`src/rtl/fec_pkg.sv`:
```
package fec_pkg;
  localparam logic [1:0] CLS_MEM   = 2'd0;
  localparam logic [1:0] CLS_BUS   = 2'd1;
  localparam logic [1:0] CLS_USAGE = 2'd2;
  localparam logic [1:0] CLS_HARD  = 2'd3;

  typedef enum logic [2:0] {
    ACT_THREAD = 3'd0,
    ACT_MEM    = 3'd1,
    ACT_BUS    = 3'd2,
    ACT_USAGE  = 3'd3,
    ACT_HARD   = 3'd4,
    ACT_NMI    = 3'd5,
    ACT_OTHER  = 3'd6
  } actId_e;

  // strobes from the decision logic to the status datapath
  typedef struct packed {
    logic capMem;
    logic capBus;
    logic setForced;
    logic setStackErr;
  } fecStrobes_t;
endpackage

```
`src/rtl/fec_ctrl.sv`:
```
module fec_ctrl
  import fec_pkg::*;
#(
  parameter int PRIO_W = 4
) (
  input  logic              clk,
  input  logic              rstN,
  input  logic              faultReq,
  input  logic [1:0]        faultClass,
  input  logic              stackPush,
  input  logic [2:0]        classEnable,
  input  logic [PRIO_W-1:0] prioMem,
  input  logic [PRIO_W-1:0] prioBus,
  input  logic [PRIO_W-1:0] prioUsage,
  input  logic [PRIO_W-1:0] curPrio,
  input  logic [2:0]        activeHandler,
  input  logic              nmiReq,
  output logic [3:0]        handlerSel,
  output logic              escalated,
  output logic              lockup,
  output fecStrobes_t       strobes
);
  logic              isCfg, sameClass, exempt, doEsc, toHard, hardBlocked;
  logic              accept, goLock;
  logic [PRIO_W-1:0] cfgPrio;
  logic [3:0]        nextSel;

  always_comb begin
    case (faultClass)
      CLS_MEM: cfgPrio = prioMem;
      CLS_BUS: cfgPrio = prioBus;
      default: cfgPrio = prioUsage;
    endcase
    isCfg       = (faultClass != CLS_HARD);
    sameClass   = (activeHandler == {1'b0, faultClass} + 3'd1);
    exempt      = (faultClass == CLS_BUS) && stackPush;
    doEsc       = isCfg && !exempt &&
                  (!classEnable[faultClass] || sameClass || (cfgPrio >= curPrio));
    toHard      = !isCfg || doEsc;
    hardBlocked = (activeHandler == ACT_HARD) || (activeHandler == ACT_NMI);
    accept      = faultReq && !lockup;
    goLock      = accept && toHard && hardBlocked;
    nextSel     = '0;
    if (accept && !goLock) begin
      if (toHard) nextSel = 4'b1000;
      else        nextSel[faultClass] = 1'b1;
    end
    strobes.capMem      = accept && (faultClass == CLS_MEM);
    strobes.capBus      = accept && (faultClass == CLS_BUS);
    strobes.setForced   = accept && doEsc;
    strobes.setStackErr = accept && exempt;
  end

  always_ff @(posedge clk or negedge rstN) begin
    if (!rstN) begin
      handlerSel <= '0;
      escalated  <= 1'b0;
      lockup     <= 1'b0;
    end else begin
      handlerSel <= nextSel;
      escalated  <= accept && doEsc;
      if (lockup) lockup <= !nmiReq;
      else        lockup <= goLock;
    end
  end

  p_onehot_sel_r2: assert property (@(posedge clk) disable iff (!rstN)
    $onehot0(handlerSel));
  p_sel_after_req_r2: assert property (@(posedge clk) disable iff (!rstN)
    (faultReq && !lockup) |=> ($countones(handlerSel) == 1) || $rose(lockup));
  p_idle_no_sel_r2: assert property (@(posedge clk) disable iff (!rstN)
    !faultReq |=> (handlerSel == 4'b0000));
  p_stack_exempt_r7: assert property (@(posedge clk) disable iff (!rstN)
    (faultReq && !lockup && faultClass == CLS_BUS && stackPush)
      |=> (handlerSel == 4'b0010) && !escalated);
  p_lock_exit_r9: assert property (@(posedge clk) disable iff (!rstN)
    (lockup && nmiReq) |=> !lockup);
  p_lock_hold_r9: assert property (@(posedge clk) disable iff (!rstN)
    (lockup && !nmiReq) |=> lockup && (handlerSel == 4'b0000));
  p_lock_quiet_r8: assert property (@(posedge clk) disable iff (!rstN)
    $rose(lockup) |-> (handlerSel == 4'b0000));
endmodule

```
`src/rtl/fec_status.sv`:
```
module fec_status
  import fec_pkg::*;
#(
  parameter int ADDR_W = 32
) (
  input  logic              clk,
  input  logic              rstN,
  input  fecStrobes_t       strobes,
  input  logic [ADDR_W-1:0] faultAddr,
  input  logic              clrForced,
  input  logic              clrStackErr,
  input  logic              clrMemAddr,
  input  logic              clrBusAddr,
  output logic              forcedEsc,
  output logic              stackErr,
  output logic [ADDR_W-1:0] memAddr,
  output logic              memAddrValid,
  output logic [ADDR_W-1:0] busAddr,
  output logic              busAddrValid
);
  localparam int NUM_AREG = 2;

  logic [NUM_AREG-1:0]             capVec, clrVec, validVec;
  logic [NUM_AREG-1:0][ADDR_W-1:0] addrVec;

  assign capVec = {strobes.capBus, strobes.capMem};
  assign clrVec = {clrBusAddr, clrMemAddr};

  for (genvar g = 0; g < NUM_AREG; g++) begin : g_areg
    always_ff @(posedge clk or negedge rstN) begin
      if (!rstN) begin
        validVec[g] <= 1'b0;
        addrVec[g]  <= '0;
      end else if (capVec[g] && !validVec[g]) begin
        validVec[g] <= 1'b1;
        addrVec[g]  <= faultAddr;
      end else if (clrVec[g]) begin
        validVec[g] <= 1'b0;
      end
    end
  end

  assign memAddr      = addrVec[0];
  assign busAddr      = addrVec[1];
  assign memAddrValid = validVec[0];
  assign busAddrValid = validVec[1];

  always_ff @(posedge clk or negedge rstN) begin
    if (!rstN) begin
      forcedEsc <= 1'b0;
      stackErr  <= 1'b0;
    end else begin
      forcedEsc <= strobes.setForced   || (forcedEsc && !clrForced);
      stackErr  <= strobes.setStackErr || (stackErr && !clrStackErr);
    end
  end

  p_mem_hold_r10: assert property (@(posedge clk) disable iff (!rstN)
    (memAddrValid && !clrMemAddr) |=> memAddrValid && $stable(memAddr));
  p_bus_hold_r10: assert property (@(posedge clk) disable iff (!rstN)
    (busAddrValid && !clrBusAddr) |=> busAddrValid && $stable(busAddr));
  p_forced_sticky_r11: assert property (@(posedge clk) disable iff (!rstN)
    (forcedEsc && !clrForced) |=> forcedEsc);
  p_stack_sticky_r7: assert property (@(posedge clk) disable iff (!rstN)
    (stackErr && !clrStackErr) |=> stackErr);
endmodule

```
`src/rtl/fault_escalation_ctrl.sv`:
```
module fault_escalation_ctrl
  import fec_pkg::*;
#(
  parameter int PRIO_W = 4,
  parameter int ADDR_W = 32
) (
  input  logic              clk,
  input  logic              rstN,
  input  logic              faultReq,
  input  logic [1:0]        faultClass,
  input  logic [ADDR_W-1:0] faultAddr,
  input  logic              stackPush,
  input  logic [2:0]        classEnable,
  input  logic [PRIO_W-1:0] prioMem,
  input  logic [PRIO_W-1:0] prioBus,
  input  logic [PRIO_W-1:0] prioUsage,
  input  logic [PRIO_W-1:0] curPrio,
  input  logic [2:0]        activeHandler,
  input  logic              nmiReq,
  input  logic              clrForced,
  input  logic              clrStackErr,
  input  logic              clrMemAddr,
  input  logic              clrBusAddr,
  output logic [3:0]        handlerSel,
  output logic              escalated,
  output logic              lockup,
  output logic              forcedEsc,
  output logic              stackErr,
  output logic [ADDR_W-1:0] memAddr,
  output logic              memAddrValid,
  output logic [ADDR_W-1:0] busAddr,
  output logic              busAddrValid
);
  fecStrobes_t strobes;

  fec_ctrl #(.PRIO_W(PRIO_W)) u_ctrl (
    .clk(clk), .rstN(rstN), .faultReq(faultReq), .faultClass(faultClass),
    .stackPush(stackPush), .classEnable(classEnable), .prioMem(prioMem),
    .prioBus(prioBus), .prioUsage(prioUsage), .curPrio(curPrio),
    .activeHandler(activeHandler), .nmiReq(nmiReq), .handlerSel(handlerSel),
    .escalated(escalated), .lockup(lockup), .strobes(strobes)
  );

  fec_status #(.ADDR_W(ADDR_W)) u_status (
    .clk(clk), .rstN(rstN), .strobes(strobes), .faultAddr(faultAddr),
    .clrForced(clrForced), .clrStackErr(clrStackErr), .clrMemAddr(clrMemAddr),
    .clrBusAddr(clrBusAddr), .forcedEsc(forcedEsc), .stackErr(stackErr),
    .memAddr(memAddr), .memAddrValid(memAddrValid), .busAddr(busAddr),
    .busAddrValid(busAddrValid)
  );
endmodule

```
`config.mk`:
```
export PLATFORM = sky130hd
export DESIGN_NAME = fault_escalation_ctrl
export DESIGN_NICKNAME = d
export VERILOG_FILES = /design/src/rtl/fec_pkg.sv /design/src/rtl/fec_ctrl.sv /design/src/rtl/fec_status.sv /design/src/rtl/fault_escalation_ctrl.sv
export SDC_FILE = /design/constraint.sdc
export NUM_CORES = 1
export LEC_CHECK = 0
export BUFFER_PORTS_ARGS = -buffer_cell sky130_fd_sc_hd__buf_2
export CAP_MARGIN = 20
export CORE_ASPECT_RATIO = 0.75
export CORE_MARGIN = 3
export CORE_UTILIZATION = 42
export CTS_CLUSTER_DIAMETER = 60
export DETAILED_ROUTE_END_ITERATION = 12
export GPL_TIMING_DRIVEN = 1
export PLACE_DENSITY = 0.75
export SYNTH_ARGS = -nofsm -noshare
export SYNTH_HDL_FRONTEND = slang
export SYNTH_SLANG_ARGS = --single-unit
```
`constraint.sdc`:
```
create_clock -name clk -period 1.4 [get_ports clk]
set_input_delay 0.28 -clock clk [delete_from_list [all_inputs] [get_ports clk]]
set_output_delay 0.28 -clock clk [all_outputs]
set_load 0.005 [all_outputs]
```
After elaboration in Yosys (flattened, before gate mapping) --
Index checks and enable logic that the tools add are counted.
Word-level totals: register bits after elaboration 74, input port bits 65, output and inout port bits 74, word-level logic and storage cells 65
Operators by class: $add $sub $neg 1, magnitude comparators 3, equal/unequal tests 5, multiplexer cells 12, reductions and logical operators 35
Operators by type and width (number):
- logical AND 1 bit | 16
- logical NOT 1 bit | 10
- 2-to-1 mux 4 bit | 2
- case mux 4 bit (2 select lines) | 1
- 2-to-1 mux 1 bit | 7
- equality test 3 bit (second input constant) | 2
- logical OR 1 bit | 6
- greater-or-equal comparator 4 bit | 1
- nonzero test 2 bit | 2
- adder 2 x 1 -> 3 bit (second input constant) | 1
- equality test 3 bit | 1
- less-than comparator 2 x 3 -> 1 bit (second input constant) | 1
- binary-select mux 1 bit (select 2 bit) | 1
- demux 1 bit (select 2 bit) | 1
- equality test 2 x 1 -> 1 bit (second input constant) | 1
- greater-or-equal comparator 2 x 1 -> 1 bit (second input constant) | 1
- logical NOT 2 bit | 1
- inequality test 2 bit (second input constant) | 1

Depth between registers and ports, before layout --
Gate-level depths: netlist (run 1).
depth in word-level cells 12, depth in mapped cells 10, mapped depth without buffers 9

Modules after synthesis --
From an unflattened synthesis (run 1), not the netlist that was laid out.
Unflattened totals: cell total of the unflattened synthesis 211, area, all modules 3343.2 sq um
By module, submodules not included:
- fec_status | times used 1, cells an instance 150, area each 2822.7 sq um, seq. area each 1701.6 sq um
- fec_ctrl | times used 1, cells an instance 61, area each 520.5 sq um, seq. area each 150.1 sq um

Worst setup path after synthesis (run 1) --
No wires, ideal clock.
path type in2reg, start point input port faultClass[1], end point register u_ctrl.escalated, setup time 0.119 ns, arrival 1.870 ns, data required time 1.281 ns, path slack -0.589 ns, stages 10, path buffers 1, path through inv_1 > ha_1 > clkbuf_2 > nor2_1 > nand2_1 > nand2_1 > ha_1 > a221oi_1 > a21boi_0 > o21a_1
RTL lines:
- from (decl) | line fault_escalation_ctrl.sv:10 | input logic [1:0] faultClass,
- to (signal assigned) | line fec_ctrl.sv:61 | escalated <= accept && doEsc;
- to (decl) | line fec_ctrl.sv:19 | output logic escalated,

Worst setup path after layout (run 1) --
start point register u_ctrl.lockup, end point register u_status.addrVec (netlist bit u_status.memAddr[10])
Between the ends: word-level cells in the longest chain between the ends 4
RTL lines:
- from (decl) | line fec_ctrl.sv:20 | output logic lockup,
- from (signal assigned) | line fec_ctrl.sv:62 | if (lockup) lockup <= !nmiReq;
- from (signal assigned) | line fec_ctrl.sv:63 | else lockup <= goLock;
- logical NOT 1 bit | line fec_ctrl.sv:41 | accept = faultReq && !lockup;
- logical AND 1 bit | line fec_ctrl.sv:41
- logical AND 1 bit | line fec_ctrl.sv:48 | strobes.capMem = accept && (faultClass == CLS_MEM);
- logical AND 1 bit | line fec_status.sv:34 | end else if (capVec[g] && !validVec[g]) begin
- to (signal, indexed assignment) | line fec_status.sv:36 | addrVec[g] <= faultAddr;
- to (decl) | line fec_status.sv:24 | logic [NUM_AREG-1:0][ADDR_W-1:0] addrVec;
No other way between the ends. A chain may end at the register's enable or synchronous reset.

==> results.tsv, run 1 <==
stage	metric	value	unit
outcome	outcome	finished, violations left	
outcome	failing checks	negative setup slack	
sta	Final WS setup	-0.154	ns
final_layout	multi-input logic area	0.00156	mm2
detailed_routing	Via density	4.89	
setup_path	Worst Path Max Fanout	11	
final_layout	Area Growth Syn to Fin	58.8	%
setup_path	CP startpoint kind	register	
synth	Synth Net Count	293	
place	HPWL after DPL	5930	um
sta	worst slew pin tran	0.382	ns
synth	register bit total from synthesis	74	
place	gpl congestion	0.862	
final_layout	commonest cells after routing, fill and taps aside	buf_2, dfrtp_1, mux2_4, buf_4, nand2_1	
clock_tree	worst-case clock buffer depth	2	
pwr	Max VDD drop	0.000850	V
detailed_routing	Remaining DRCs	0	
final_layout	fin util	71.1	%
sta	f_max	643	MHz
place	Placed Cells	473	
sta	Rel. slew slack	74.6	%
synth	Synth Area per Inst	14.3	um2
pwr	LEAKAGE	2.54	nW
clock_tree	clk sinks	74	
final_layout	Nets	470	
clock_tree	clock root cell	clkbuf_8	
global_routing	first-pass GRT wire length	13400	um
clock_tree	TritonCTS clock tree	done	
floorplanning	FP Rows	26	
place	port bufs	138	
floorplanning	Top Ports	139	
min_path	Hold WC Path Type	in2reg	
final_layout	post-route cell area	0.00499	mm2
place	Setup WS pre-CTS	-0.664	ns
clock_tree	CTS Buf Count	9	
setup_path	CP Data Required Time	1.62	ns
sta	Hold Fails Final Rpt	0	
final_layout	share of cells above drive strength 1	68.0	%
setup_path	crit path DAT	1.77	ns
sta	RSZ-0062 raised after global routing	true	
min_path	Hold Path Stages	2	
floorplanning	core box area	0.00703	mm2
detailed_routing	DR iter-0 viols	90	
setup_path	CP endpoint kind	register	
synth	Mapped Area	0.00315	mm2
sta	Setup Viol. Count Final	71	
synth	Synth Instances	220	
floorplanning	die area	0.00857	mm2
floorplanning	Initial Utilization	44.8	%
detailed_routing	wire per inst	17.2	um
synth	yosys warns	0	
sta	Worst Skew	0.0122	ns
place	Post-DP Area	0.00429	mm2
detailed_routing	antenna-violating nets left	0	
final_layout	n_diodes	0	
final_layout	leading cell type in the layout, fill and taps excluded	buf_2	
pwr	P per Cell Area	1460	mW/mm2
synth	sequential element share of the synthesized area	58.9	%
global_routing	GRT Util Overall	20.2	%
run	max cap viols	0	
final_layout	Non-Filler Instances	498	
sta	Slew Limit Fails	0	
sta	Final period util	111	%
global_routing	vias in the first global route	2559	
clock_tree	Clk pin slew, worst setup/hold paths	0.07	ns
synth	number of library cell types mapped by synthesis	32	
setup_path	kind of critical path	reg2reg	
clock_tree	H-tree Lvls	3	
detailed_routing	Vias	2435	
sta	fin crit period	1.55	ns
detailed_routing	routed wire length	8550	um
floorplanning	DIE HEIGHT	80.9	um
final_layout	register area	0.00185	mm2
setup_path	path depth of the worst reg2reg path	5	
global_routing	initial antenna violation count	0	
clock_tree	clk_lat worst skew	0.33	ns
sta	worst hold margin	0.136	ns
final_layout	fillers	505	
global_routing	total grt overflow	0	
detailed_routing	Pre-antenna DRT Iters	4	
floorplanning	Die X	106	um
global_routing	largest net degree at the start of global routing	35	
[cell type report]
cell class / count / share of cell area [%]
timing repair buffer: 173 / 23.0
tap: 98 / 2.45
clock inverter: 5 / 2.58
inverter: 10 / 1.10
multi-input combinational: 129 / 31.3
sequential: 74 / 37.1
clock buffer: 9 / 2.48
[metrics by stage]
stage	setup TNS (ns)	total power, mW
CTS	-7.70	7.30
global placement	-31.12	4.84
global route	-11.00	7.70
finish	-8.48	7.30
floorplan	-10.23	3.94
detailed placement	-32.71	4.92
[layer usage]
| metal | wire, um | up-vias | track usage, % |
|---|---|---|---|
| met5 | 0 | - | 0 |
| met4 | 68 | 0 | 4.66 |
| met3 | 692 | 9 | 6.43 |
| met2 | 3950 | 106 | 33.1 |
| met1 | 3840 | 1195 | 26.6 |
| li1 | - | 1125 | - |
[report_power, final]
| group | leakage [nW] | internal [mW] | switching, mW |
|---|---|---|---|
| clock | 0.125 | 1.35 | 0.736 |
| combinational | 1.52 | 1.40 | 0.773 |
| sequential | 0.893 | 2.71 | 0.337 |
[flip-flops by register name, indices dropped and copies added, names as in the netlist]
name                   flops
u_status.memAddrValid      1
u_ctrl.escalated           1
u_ctrl.lockup              1
u_status.stackErr          1
u_status.memAddr          32
u_ctrl.handlerSel          4
u_status.busAddr          32
u_status.busAddrValid      1
u_status.forcedEsc         1
[worst max-delay path: stages (launching register included)]
cell      delay, ns
dfrtp_1        0.40
nand2b_4       0.18
nor3b_4        0.21
buf_6          0.18
buf_12         0.17
mux2_4         0.31
[worst paths after layout]
check / from / end / slack [ns]
max: u_ctrl.lockup$_DFF_PN0_ / u_status.memAddr[10]$_DFFE_PN0P_ / -0.15
min: clrStackErr / u_status.stackErr$_DFF_PN0_ / 0.14
max reg2reg: u_ctrl.lockup$_DFF_PN0_ / u_status.memAddr[10]$_DFFE_PN0P_ / -0.15
min reg2reg: u_status.busAddr[7]$_DFFE_PN0P_ / u_status.busAddr[7]$_DFFE_PN0P_ / 0.51
max in group asynchronous: rstN / u_status.memAddr[13]$_DFFE_PN0P_ / 0.46
min in group asynchronous: rstN / u_status.busAddr[15]$_DFFE_PN0P_ / 0.43
[kinds of logic (layout without fill, tap and decap cells)]
group,count (synthesis),after routing,synth area share [%]
XOR/XNOR,3,3,0.835
flip-flops,74,74,58.9
AND/OR/NAND/NOR,32,32,5.81
AO/OA/AOI/OAI,22,22,4.89
adder cells (fa/ha/maj),8,8,3.18
buffers and inverters,17,197,3.50
multiplexers,64,64,22.9
[synth_stat cells (all sizes together)]
master | number | share of area (%)
a22oi | 3 | 0.72
o22ai | 1 | 0.20
a22o | 1 | 0.28
nand3b | 1 | 0.24
nand2b | 2 | 0.64
a41o | 1 | 0.32
o32ai | 1 | 0.28
buf | 6 | 2.1
nor3 | 3 | 0.48
a221oi | 1 | 0.28
xor2 | 1 | 0.28
a21o | 2 | 0.48
nor2 | 7 | 0.84
o21a | 1 | 0.24
inv | 10 | 1.2
clkbuf | 1 | 0.16
nor2b | 3 | 0.60
dfrtp | 74 | 59
a21oi | 6 | 0.95
o211a | 1 | 0.32
nand3 | 1 | 0.16
o21ai | 2 | 0.32
a21boi | 1 | 0.24
nor3b | 3 | 1.4
mux2 | 64 | 23
xnor2 | 2 | 0.56
a41oi | 1 | 0.28
nand2 | 12 | 1.4
ha | 8 | 3.2
[repair_timing]
action,in CTS,in global routing
hold buffers,1,0
endpoints found under the hold margin,25,0
cloned,2,3
gates resized for setup,59,21
pin swaps,12,8
setup buffers,7,1
setup endpoints to repair,71,72
(Power assumes the default switching activity.)
==> inputs of run 2 (changes only) <==
--- a/config.mk
+++ b/config.mk
@@ -8,7 +8,6 @@
 export BUFFER_PORTS_ARGS = -buffer_cell sky130_fd_sc_hd__buf_2
 export CAP_MARGIN = 20
 export CORE_ASPECT_RATIO = 0.75
-export CORE_MARGIN = 3
 export CORE_UTILIZATION = 42
 export CTS_CLUSTER_DIAMETER = 60
 export DETAILED_ROUTE_END_ITERATION = 12
==> run 2 against run 1 <==
The flow still finishes with violations (negative setup slack). Total power fell by 8.4%. Register-to-register slack worse by 0.02 ns. Maximum frequency fell by 0.99%. Sequential share of layout area increased by 0.19 points. Count of clock-buffer cells in the layout grew 1. Sequential power about the same. Critical path depth stayed put. Hold slack worse by 0.0048 ns. Non-clock buffer count is 3 higher.
==> results.tsv, run 2 (synthesized netlist as in run 1, its figures left out) <==
stage	metric	value	unit	change
sta	Hold Fails Final Rpt	0		unchanged
setup_path	RR Startpoint	u_ctrl.lockup$_DFF_PN0_		unchanged
sta	worst slew pin tran	0.405	ns	was 0.382 ns
detailed_routing	Vias	2482		was 2435
floorplanning	core box area	0.00703	mm2	unchanged
clock_tree	TritonCTS clock tree	done		unchanged
floorplanning	DIE HEIGHT	76.9	um	was 80.9 um
final_layout	n_diodes	0		unchanged
pwr	Clock power frac	21.6	%	was 28.5%
sta	Final WS setup	-0.170	ns	was -0.154 ns
final_layout	Area Growth Syn to Fin	58.0	%	was 58.8%
global_routing	first-pass GRT wire length	13400	um	about the same
sta	RSZ-0062 raised after global routing	true		unchanged
sta	worst hold margin	0.131	ns	was 0.136 ns
setup_path	reg2reg end	u_status.busAddr[10]$_DFFE_PN0P_		was u_status.memAddr[10]$_DFFE_PN0P_
place	HPWL after DPL	5400	um	was 5930 um
final_layout	multi-input logic area	0.00155	mm2	was 0.00156 mm2
sta	Rel. slew slack	72.8	%	was 74.6%
pwr	Max VDD drop	0.000705	V	was 0.000850 V
pwr	P per Cell Area	1350	mW/mm2	was 1460 mW/mm2
clock_tree	CTS Buf Count	9		unchanged
setup_path	CP Data Required Time	1.62	ns	about the same
pwr	Pint	4.81	mW	was 5.46 mW
place	Post-DP Area	0.00429	mm2	about the same
setup_path	kind of critical path	reg2reg		unchanged
pwr	Pwr Total	6.69	mW	was 7.30 mW
clock_tree	Clk pin slew, worst setup/hold paths	0.08	ns	was 0.07 ns
setup_path	crit-path cells	nand2b_4, nor3b_4, buf_4, buf_16, mux2_4		was nand2b_4, nor3b_4, buf_6, buf_12, mux2_4
pwr	Switching Share	28.1	%	was 25.3%
pwr	Switch Pwr	1.88	mW	was 1.85 mW
setup_path	Worst Path Max Fanout	8		was 11
place	Setup WS pre-CTS	-0.663	ns	was -0.664 ns
final_layout	commonest cells after routing, fill and taps aside	buf_2, dfrtp_1, mux2_4, buf_4, nand2_1		unchanged
clock_tree	clock root cell	clkbuf_8		unchanged
setup_path	path depth of the worst reg2reg path	5		unchanged
setup_path	CP endpoint	u_status.busAddr[10]$_DFFE_PN0P_		was u_status.memAddr[10]$_DFFE_PN0P_
clock_tree	clk_lat worst skew	0.34	ns	was 0.33 ns
global_routing	vias in the first global route	2690		was 2559
floorplanning	Top Ports	139		unchanged
global_routing	largest net degree at the start of global routing	35		unchanged
detailed_routing	Via density	4.94		was 4.89
setup_path	Worst Setup SP	u_ctrl.lockup$_DFF_PN0_		unchanged
sta	fin crit period	1.57	ns	was 1.55 ns
sta	f_max	637	MHz	was 643 MHz
floorplanning	FP Rows	26		unchanged
final_layout	post-route cell area	0.00497	mm2	was 0.00499 mm2
setup_path	CP endpoint kind	register		unchanged
clock_tree	clk sinks	74		unchanged
setup_path	CP startpoint kind	register		unchanged
run	max cap viols	0		unchanged
pwr	LEAKAGE	2.53	nW	was 2.54 nW
outcome	outcome	finished, violations left		unchanged
setup_path	CP max-delay cell	dfrtp_1		unchanged
clock_tree	H-tree Lvls	3		unchanged
global_routing	total grt overflow	0		unchanged
outcome	failing checks	negative setup slack		unchanged
place	gpl congestion	0.846		was 0.862
floorplanning	Die X	102	um	was 106 um
detailed_routing	antenna-violating nets left	0		unchanged
setup_path	CP max stage delay	0.40	ns	about the same
place	port bufs	138		unchanged
sta	Worst Skew	0.00918	ns	was 0.0122 ns
final_layout	register area	0.00185	mm2	unchanged
detailed_routing	DR iter-0 viols	52		was 90
detailed_routing	routed wire length	8500	um	was 8550 um
floorplanning	Initial Utilization	44.8	%	unchanged
sta	Final period util	112	%	was 111%
global_routing	initial antenna violation count	0		unchanged
detailed_routing	Remaining DRCs	0		unchanged
sta	Setup Viol. Count Final	71		unchanged
final_layout	fillers	513		was 505
detailed_routing	Pre-antenna DRT Iters	4		unchanged
pwr	Flop pwr share	45.4	%	was 41.7%
min_path	Hold WC Path Type	in2reg		unchanged
pwr	Combinational Power Share	33.0	%	was 29.7%
sta	Slew Limit Fails	0		unchanged
global_routing	GRT Util Overall	22.7	%	was 20.2%
floorplanning	die area	0.00784	mm2	was 0.00857 mm2
final_layout	share of cells above drive strength 1	67.8	%	was 68.0%
detailed_routing	wire per inst	16.9	um	was 17.2 um
final_layout	leading cell type in the layout, fill and taps excluded	buf_2		unchanged
setup_path	crit path DAT	1.79	ns	was 1.77 ns
final_layout	Nets	473		was 470
setup_path	reg2reg setup slack	-0.17	ns	was -0.15 ns
clock_tree	worst-case clock buffer depth	2		unchanged
## run 2: cell types whose count changed in the layout (fill, tap and decap cells not counted), moves of 2 or more
| cell | before | now |
|---|---|---|
| buf_4 | 22 | 19 |
| buf_6 | 2 | 10 |
| clkbuf_16 | 3 | 1 |
| bufinv_16 | 4 | 0 |
| buf_16 | 1 | 5 |
| clkinv_2 | 0 | 3 |
| buf_12 | 8 | 6 |
## run 2: critical path: cells and delay by family (launching register included)
kind	cells	cell delay, ns
multiplexers	1	0.30
AND/OR/NAND/NOR	2	0.43
flip-flops	1	0.40
buffers and inverters	2	0.32
## run 2: repair_timing
item | CTS | global route
hold endpoints to repair | 28 | 0
gates resized for setup | 51 | 21
hold buffers | 1 | 0
setup endpoints to repair | 71 | 73
cloned | 5 | 1
pin swaps | 10 | 12
buffers inserted | 7 | 1
## run 2: final cells by class
class                           instances  share of cell area [%]
Clock inverter                          5                   0.629
Tap cell                               98                    2.47
Inverter                               10                    1.11
Clock buffer                           10                    2.77
Sequential cell                        74                    37.3
Multi-Input combinational cell        129                    31.2
Timing Repair Buffer                  176                    24.5
## run 2: worst min path at each step
stage / start / end / cells past startpoint
finish: clrStackErr / u_status.stackErr$_DFF_PN0_ / 2
global route: clrStackErr / u_status.stackErr$_DFF_PN0_ / 2
CTS: clrStackErr / u_status.stackErr$_DFF_PN0_ / 2
detailed placement: rstN / u_status.busAddr[13]$_DFFE_PN0P_ / 1
global placement: rstN / u_status.busAddr[13]$_DFFE_PN0P_ / 1
floorplan: rstN / u_ctrl.escalated$_DFF_PN0_ / 0
## run 2: power groups by stage
stage	clock network, mW	registers, mW	logic [mW]
final	1.45	3.03	2.21
after global routing	1.58	3.10	2.39
after CTS	1.48	3.02	2.13
after detailed placement	0	3.03	1.87
after global placement	0	3.02	1.81
after floorplan	0	3.08	0.866
## run 2: layer usage
metal  track usage [%]  wire [um]  up-vias
met3              6.20        647       15
met2              35.2       3900      121
met5                 0          0        -
met1              30.5       3820     1211
li1                  -          -     1135
met4              7.71        135        0
## run 2: through the flow
| step | setup TNS (ns) | std cells | utilization, % |
|---|---|---|---|
| 2_1_floorplan | -10.23 | 220 | - |
| 3_3_place_gp | -30.43 | 472 | 61.1 |
| 3_5_place_dp | -32.69 | 472 | 61.1 |
| 4_1_cts | -9.28 | 500 | 69.1 |
| 5_1_grt | -14.26 | 502 | 70.7 |
| 6_report | -9.81 | 502 | 70.7 |
==> inputs of run 3 (changes only) <==
--- a/config.mk
+++ b/config.mk
@@ -8,11 +8,11 @@
 export BUFFER_PORTS_ARGS = -buffer_cell sky130_fd_sc_hd__buf_2
 export CAP_MARGIN = 20
 export CORE_ASPECT_RATIO = 0.75
-export CORE_UTILIZATION = 42
+export CORE_UTILIZATION = 40
 export CTS_CLUSTER_DIAMETER = 60
 export DETAILED_ROUTE_END_ITERATION = 12
 export GPL_TIMING_DRIVEN = 1
-export PLACE_DENSITY = 0.75
+export PLACE_DENSITY = 0.72
 export SYNTH_ARGS = -nofsm -noshare
 export SYNTH_HDL_FRONTEND = slang
 export SYNTH_SLANG_ARGS = --single-unit
==> constraint.sdc (replaced) <==
create_clock -name clk -period 1.4 [get_ports clk]
set_input_delay 0.28 -clock clk [delete_from_list [all_inputs] [get_ports clk]]
set_output_delay 0.28 -clock clk [all_outputs]
set_load 0.01 [all_outputs]
==> run 3 against run 2 <==
The flow still finishes with violations (negative setup slack). Sequential cell count stayed put. Clock skew increased by 0.0042 ns. Maximum frequency decreased by 0.88%. Hold slack lost 0.013 ns. Via count down 1.5%. Core utilization shrank 3.6 points. Sequential share of layout area fell by 0.33 points. First-iteration DRC count up 33%. Global-route usage shrank 1.4 points. Total power is 8.8% higher. Wire length fell by 2.3%. Register-to-register slack gained 0.02 ns. Largest power group unchanged.
==> results.tsv, run 3 (synthesized netlist as in run 1, its figures left out) <==
stage	metric	value	unit	change
clock_tree	H-tree Lvls	3		unchanged
final_layout	commonest cells after routing, fill and taps aside	buf_2, dfrtp_1, mux2_4, buf_4, nand2_1		unchanged
pwr	Pwr Total	7.28	mW	was 6.69 mW
setup_path	Worst Path Max Fanout	5		was 8
outcome	failing checks	negative setup slack		unchanged
floorplanning	Die X	104	um	was 102 um
setup_path	CP max stage delay	0.24	ns	was 0.40 ns
sta	f_max	632	MHz	was 637 MHz
place	HPWL after DPL	5630	um	was 5400 um
final_layout	share of cells above drive strength 1	68.6	%	was 67.8%
pwr	Switch Pwr	2.14	mW	was 1.88 mW
setup_path	CP max-delay cell	ha_1		was dfrtp_1
min_path	Hold WC Path Type	in2reg		unchanged
floorplanning	DIE HEIGHT	78.8	um	was 76.9 um
floorplanning	Initial Utilization	42.1	%	was 44.8%
detailed_routing	Pre-antenna DRT Iters	4		unchanged
global_routing	largest net degree at the start of global routing	38		was 35
sta	Slew Limit Fails	0		unchanged
sta	Fin Setup TNS	-7.81	ns	was -9.81 ns
place	Setup WS pre-CTS	-0.681	ns	was -0.663 ns
sta	Final period util	113	%	was 112%
sta	Worst Skew	0.0134	ns	was 0.00918 ns
detailed_routing	Vias	2446		was 2482
sta	worst slew pin tran	0.419	ns	was 0.405 ns
final_layout	Area Growth Syn to Fin	59.4	%	was 58.0%
sta	Setup Viol. Count Final	71		unchanged
clock_tree	worst-case clock buffer depth	2		unchanged
pwr	Flop pwr share	41.9	%	was 45.4%
final_layout	post-route cell area	0.00501	mm2	was 0.00497 mm2
place	Post-DP Area	0.00444	mm2	was 0.00429 mm2
pwr	Switching Share	29.4	%	was 28.1%
detailed_routing	DR iter-0 viols	69		was 52
setup_path	CP delay by family, top	compound AO/OA/AOI/OAI gates		was simple AND/OR/NAND/NOR gates
clock_tree	clk sinks	74		unchanged
detailed_routing	Via density	4.84		was 4.94
global_routing	total grt overflow	0		unchanged
global_routing	vias in the first global route	2516		was 2690
floorplanning	die area	0.00823	mm2	was 0.00784 mm2
final_layout	fin util	67.2	%	was 70.7%
setup_path	kind of critical path	in2reg		was reg2reg
outcome	outcome	finished, violations left		unchanged
place	port bufs	138		unchanged
pwr	Clock power frac	24.8	%	was 21.6%
run	max cap viols	0		unchanged
pwr	P per Cell Area	1450	mW/mm2	was 1350 mW/mm2
setup_path	CP endpoint kind	register		unchanged
pwr	Pint	5.14	mW	was 4.81 mW
clock_tree	clk_lat worst skew	0.35	ns	was 0.34 ns
clock_tree	CTS Buf Count	9		unchanged
place	gpl congestion	0.840		was 0.846
clock_tree	Clk pin slew, worst setup/hold paths	0.08	ns	about the same
pwr	LEAKAGE	2.54	nW	was 2.53 nW
detailed_routing	Remaining DRCs	0		unchanged
sta	worst hold margin	0.118	ns	was 0.131 ns
final_layout	Non-Filler Instances	505		was 502
global_routing	first-pass GRT wire length	13200	um	was 13400 um
pwr	Max VDD drop	0.000714	V	was 0.000705 V
setup_path	crit-path cells	buf_8, inv_4, ha_4, a22o_1, a21oi_2, ha_1, nand2b_4, a21oi_4, o32ai_4, o21a_1		was nand2b_4, nor3b_4, buf_4, buf_16, mux2_4
floorplanning	FP Rows	27		was 26
sta	Hold Fails Final Rpt	0		unchanged
floorplanning	core box area	0.00747	mm2	was 0.00703 mm2
place	Placed Cells	475		was 472
final_layout	n_diodes	0		unchanged
clock_tree	TritonCTS clock tree	done		unchanged
floorplanning	Top Ports	139		unchanged
global_routing	GRT Util Overall	21.2	%	was 22.7%
sta	RSZ-0062 raised after global routing	true		unchanged
clock_tree	clock root cell	clkbuf_8		unchanged
detailed_routing	wire per inst	16.4	um	was 16.9 um
setup_path	crit path DAT	1.82	ns	was 1.79 ns
detailed_routing	routed wire length	8300	um	was 8500 um
setup_path	Worst Path Buf+Inv	2		unchanged
sta	Final WS setup	-0.184	ns	was -0.170 ns
setup_path	CP Data Required Time	1.64	ns	was 1.62 ns
final_layout	leading cell type in the layout, fill and taps excluded	buf_2		unchanged
sta	Rel. slew slack	71.8	%	was 72.8%
pwr	Combinational Power Share	33.3	%	was 33.0%
sta	fin crit period	1.58	ns	was 1.57 ns
final_layout	Nets	473		unchanged
detailed_routing	antenna-violating nets left	0		unchanged
global_routing	initial antenna violation count	0		unchanged
setup_path	CP startpoint kind	primary input		was register
## run 3: cell count changes in the layout (fill, tap and decap cells not counted), sizes merged
cell	before	now
clkinv	4	2
bufinv	0	2
inv	10	11
buf	174	173
## run 3: area by class of cell
class | instances | area [um2]
multi-input combinational | 129 | 1580
tap | 101 | 126
timing repair buffer | 176 | 1190
sequential | 74 | 1850
clock buffer | 9 | 124
inverter | 10 | 52.6
fill | 543 | 2450
clock inverter | 6 | 90.1
## run 3: worst paths after layout
path / from / cells after the start / slack [ns] / to
max reg2reg: u_ctrl.lockup$_DFF_PN0_ / 5 / -0.15 / u_status.memAddr[31]$_DFFE_PN0P_
max in group asynchronous: rstN / 3 / 0.54 / u_ctrl.lockup$_DFF_PN0_
min in group asynchronous: rstN / 2 / 0.39 / u_status.busAddr[21]$_DFFE_PN0P_
max: faultClass[0] / 10 / -0.18 / u_ctrl.escalated$_DFF_PN0_
min: clrStackErr / 2 / 0.12 / u_status.stackErr$_DFF_PN0_
min reg2reg: u_status.busAddr[1]$_DFFE_PN0P_ / 1 / 0.51 / u_status.busAddr[1]$_DFFE_PN0P_
## run 3: power groups by stage
| stage | Clock, mW | Sequential (mW) | Combinational, mW |
|---|---|---|---|
| CTS | 1.86 | 3.05 | 2.42 |
| floorplan | 0 | 3.32 | 1.04 |
| detailed placement | 0 | 3.07 | 2.28 |
| global placement | 0 | 3.03 | 2.23 |
| finish | 1.81 | 3.05 | 2.42 |
| global route | 1.97 | 3.12 | 2.58 |
## run 3: timing repair
item	4_1_cts	5_1_grt
endpoints found under the hold margin	17	0
hold buffers	1	0
pin swaps	9	12
gates resized for setup	27	6
gates cloned	5	2
buffers inserted	9	2
endpoints found under the setup margin	71	72
## run 3: per-layer routing
metal	up-vias	track usage [%]	share of wire, %
li1	1138	-	-
met1	1210	27.9	46
met2	89	33.5	46
met3	9	7.14	6.6
met4	0	6.14	0.94
met5	-	0	0
